**src/rtl/ldu_stall_pkg.sv**
```systemverilog
package ldu_stall_pkg;
  // default register address width (32 architectural registers)
  localparam int unsigned DEF_REG_AW = 5;
  // number of source operands read by a decode instruction
  localparam int unsigned SRC_PORTS  = 2;
endpackage

```
**src/rtl/ldu_src_cmp.sv**
```systemverilog
module ldu_src_cmp #(
  parameter int unsigned AW   = 5,
  parameter int unsigned NSRC = 2
) (
  input  logic                     prod_load,
  input  logic [AW-1:0]            prod_dst,
  input  logic [NSRC-1:0][AW-1:0]  srcs,
  output logic [NSRC-1:0]          src_hit,
  output logic                     any_hit
);
  localparam logic [AW-1:0] ZERO_REG = '0;

  logic dst_live;
  assign dst_live = prod_load && (prod_dst != ZERO_REG);

  for (genvar i = 0; i < NSRC; i++) begin : g_src
    assign src_hit[i] = dst_live && (srcs[i] == prod_dst);
  end

  assign any_hit = |src_hit;

  always_comb begin

    zero_dst_chk: assert (!(prod_dst == ZERO_REG && any_hit));

    no_load_chk: assert (prod_load || !any_hit);
  end
endmodule

```
**src/rtl/ldu_stall_merge.sv**
```systemverilog
module ldu_stall_merge (
  input  logic ex_hit,
  input  logic mem_hit,
  input  logic branch,
  output logic pc_we,
  output logic fd_we,
  output logic bubble
);
  logic stall;
  // a load one stage further on only matters to a branch resolved in decode
  assign stall  = ex_hit || (branch && mem_hit);
  assign pc_we  = !stall;
  assign fd_we  = !stall;
  assign bubble = stall;

  always_comb begin

    mem_needs_branch_chk: assert (ex_hit || branch || !bubble);
  end
endmodule

```
**src/rtl/ldu_stall_ctrl.sv**
```systemverilog
module ldu_stall_ctrl
  import ldu_stall_pkg::*;
#(
  parameter int unsigned REG_AW = DEF_REG_AW
) (
  input  logic [REG_AW-1:0] dec_src_a,
  input  logic [REG_AW-1:0] dec_src_b,
  input  logic              dec_is_branch,
  input  logic              ex_is_load,
  input  logic [REG_AW-1:0] ex_dst,
  input  logic              mem_is_load,
  input  logic [REG_AW-1:0] mem_dst,
  output logic              pc_wr_en,
  output logic              fd_wr_en,
  output logic              de_bubble
);
  localparam int unsigned NPROD = 2;  // producers: execute, memory

  logic [SRC_PORTS-1:0][REG_AW-1:0] dec_srcs;
  logic [NPROD-1:0]                 prod_load;
  logic [NPROD-1:0][REG_AW-1:0]     prod_dst;
  logic [NPROD-1:0]                 prod_hit;
  logic [NPROD-1:0][SRC_PORTS-1:0]  prod_src_hit;

  assign dec_srcs  = {dec_src_b, dec_src_a};
  assign prod_load = {mem_is_load, ex_is_load};
  assign prod_dst  = {mem_dst, ex_dst};

  for (genvar p = 0; p < NPROD; p++) begin : g_prod
    ldu_src_cmp #(.AW(REG_AW), .NSRC(SRC_PORTS)) u_cmp (
      .prod_load (prod_load[p]),
      .prod_dst  (prod_dst[p]),
      .srcs      (dec_srcs),
      .src_hit   (prod_src_hit[p]),
      .any_hit   (prod_hit[p])
    );
  end

  ldu_stall_merge u_merge (
    .ex_hit  (prod_hit[0]),
    .mem_hit (prod_hit[1]),
    .branch  (dec_is_branch),
    .pc_we   (pc_wr_en),
    .fd_we   (fd_wr_en),
    .bubble  (de_bubble)
  );

  always_comb begin

    ex_src_a_chk: assert (!(ex_is_load && ex_dst != '0 && ex_dst == dec_src_a) || de_bubble);

    ex_src_b_chk: assert (!(ex_is_load && ex_dst != '0 && ex_dst == dec_src_b) || de_bubble);

    br_mem_chk: assert (!(dec_is_branch && mem_is_load && mem_dst != '0 &&
                          (mem_dst == dec_src_a || mem_dst == dec_src_b)) || de_bubble);

    hold_vs_bubble_chk: assert (pc_wr_en == fd_wr_en && pc_wr_en != de_bubble);
  end
endmodule

```
**config.mk**
```make
export PLATFORM = sky130hd
export DESIGN_NAME = ldu_stall_ctrl
export DESIGN_NICKNAME = d
export VERILOG_FILES = /design/src/rtl/ldu_stall_pkg.sv /design/src/rtl/ldu_src_cmp.sv /design/src/rtl/ldu_stall_merge.sv /design/src/rtl/ldu_stall_ctrl.sv
export SDC_FILE = /design/constraint.sdc
export NUM_CORES = 1
export LEC_CHECK = 0
export BUFFER_PORTS_ARGS = -buffer_cell sky130_fd_sc_hd__buf_2
export CAP_MARGIN = 20
export CORE_AREA = 2 2 39 41
export DETAILED_ROUTE_END_ITERATION = 12
export DIE_AREA = 0 0 41 43
export PLACE_DENSITY = 0.48
export SYNTH_ARGS = -nofsm -noshare
export SYNTH_HDL_FRONTEND = slang
export SYNTH_SLANG_ARGS = --single-unit
```
**constraint.sdc**
```tcl
create_clock -name vclk -period 1.8
set_input_delay 0.36 -clock vclk [all_inputs]
set_output_delay 0.36 -clock vclk [all_outputs]
set_load 0.03 [all_outputs]
```
==> metrics.txt <==
failing checks setup timing; vias in the first global route between 300 and 400; Final Cell Area about 550 um^2; HP Start mem_is_load; Required @ worst endpoint between 1000 and 1500 ps; most used cell, CP buf_6; Max-Cap Viols 0; IO Pins 26; Hold Crit Class in -> out; RSZ-0062 raised after global routing yes; Hold Vio Cnt, Final 0; layout cells sized above 1 between 50 and 60%; detailed-route via count between 300 and 400; slew of the pin with the lowest slew margin approximately 240 ps; routed vias/inst ~4.4; Iteration-0 DRC Markers 4; GRT Util Overall about a tenth; Mapped Cells 37; Area growth, synth to finish 92.1%; Post-DP HPWL approximately 760 um; Yosys Warn Count 0; Hold Path Stages 4; Die W slightly above 40 um; pin count of the biggest net entering global routing 4; CP Class in -> out; clkbuf count 0; Synth Net Count 60; Post-CTS Hold Buffers 0; Critical Path Sink Type output pin; Synth cell types 11; nets@finish between 90 and 100; Non-Filler Instances 83; Leakage roughly 0.00026 uW; Filler Cell Count ~160; Max transition margin 84.0%; worst hold slack ~1100 ps; Netlist Area Pre-Place approximately 280 um^2; Placer Congestion 0.689; die area about 1800 um^2; CORE AREA 1380 um^2; pwr dens 240 nW/um^2; Critical Path Slowest Stage Cell or4_4; crit-path cells buf_6 > or4_4 > o211ai_4 > o22a_4 > buf_6; DRC errors left 0; chip height about 43 um; Syn Area/Cell ~7.7 um^2; VDD IR max 0.0851 mV; Site Rows 14; Antenna diodes 0; fin crit period about 1800 ps; grt total ovfl 0; crit-path max cell delay between 500 and 600 ps; final core occ about 40%; Initial Util around a fifth; final slew viol count 0; Storage cell area 0 um^2; Final ANT Viol Nets 0; Placement Cell Area approximately 470 um^2; sequential share of the synthesized area 0%; Critical Path Source Type input pin; post-CTS setup repair buffer count 0; Final setup viols 3; Final WS setup -33.1 ps; Placed Cells a little over 80; FFs & Latches 0; post-DR wirelength/cell approximately 10 um; WHS Endpoint de_bubble; worst path arrival time between 1000 and 1500 ps; Final TNS setup -82.3 ps; total length of routed wires 833 um; fmax 0.546 GHz; first-pass GRT wire length roughly 1.4 mm; Crit Path Max Fanout 2; status finished with violations; IO Port Bufs 26; first drt pass iteration count 4; initial antenna violation count 0; Final Cycle Share 102%
[routing by layer]
| layer | routed length (um) | part of all wire, % | global-route usage [%] | up-vias |
|---|---|---|---|---|
| li1 | - | - | - | 190 |
| met4 | 0 | 0 | 0 | 0 |
| met1 | 377 | 45 | 15.8 | 163 |
| met2 | 396 | 48 | 17.2 | 14 |
| met3 | 59 | 7.1 | 0 | 0 |
| met5 | 0 | 0 | 0 | - |
[cell type report]
cell class	instances	area [um^2]	area share, %
well taps	16	20.0	3.67
repair buffers	31	201	36.9
multi-input cells	36	324	59.4
[repair_timing]
action / 4_1_cts / 5_1_grt
endpoints found under the hold margin: 0 / 0
gates resized for setup: 7 / 8
pin swaps: 2 / 7
endpoints found under the setup margin: 3 / 3
[synthesized netlist by cell type]
cell type / number / area share (%)
o21ai_1: 1 / 1.8
o211ai_2: 1 / 4.4
buf_4: 1 / 2.6
or4_1: 1 / 2.6
a22oi_1: 2 / 5.3
o22ai_1: 1 / 2.2
xor2_1: 20 / 62
o22a_1: 1 / 3.1
nor3_1: 4 / 7.0
nor2_1: 4 / 5.3
or4_4: 1 / 4.0
[critical path: cells and delay by family]
family                 cells  cell delay, ps
AND/OR/NAND/NOR            1             550
AO/OA/AOI/OAI              2             350
buffers and inverters      2             210
[placed cells by master, fill, tap and decap left out, types with 2 or more instances in the layout]
cell and count:
or4_4 2, xor2_1 20, nor2_1 4, buf_2 20
buf_4 6, nor3_1 2, nor3_2 2, buf_6 5
[worst max path at each step]
| stage | end | slack [ps] | depth (start not counted) | start |
|---|---|---|---|---|
| 2_1_floorplan | pc_wr_en | 8 | 4 | ex_dst[0] |
| 3_3_place_gp | pc_wr_en | -90 | 5 | ex_dst[0] |
| 3_5_place_dp | pc_wr_en | -120 | 5 | ex_dst[1] |
| 4_1_cts | pc_wr_en | -50 | 5 | mem_dst[2] |
| 5_1_grt | pc_wr_en | -60 | 5 | mem_dst[3] |
| 6_report | fd_wr_en | -30 | 5 | mem_dst[3] |
[cell families after synthesis]
kind of cell	synth area share [%]
compound gates	16.7
xor+xnor	61.7
buf+inv	2.64
simple gates	18.9
[power by group]
| group | switching, uW | internal, uW |
|---|---|---|
| clock | 0 | 0 |
| sequential | 0 | 0 |
| combinational | 64.0 | 67.1 |
[stage by stage]
step                      setup WS [ps]  power [uW]
after floorplan                    8.27        55.2
after global placement            -94.1         113
after detailed placement           -124         113
after CTS                         -54.8         120
after global routing              -60.2         143
final                             -33.1         131
Power figures use the tool's default switching activity.
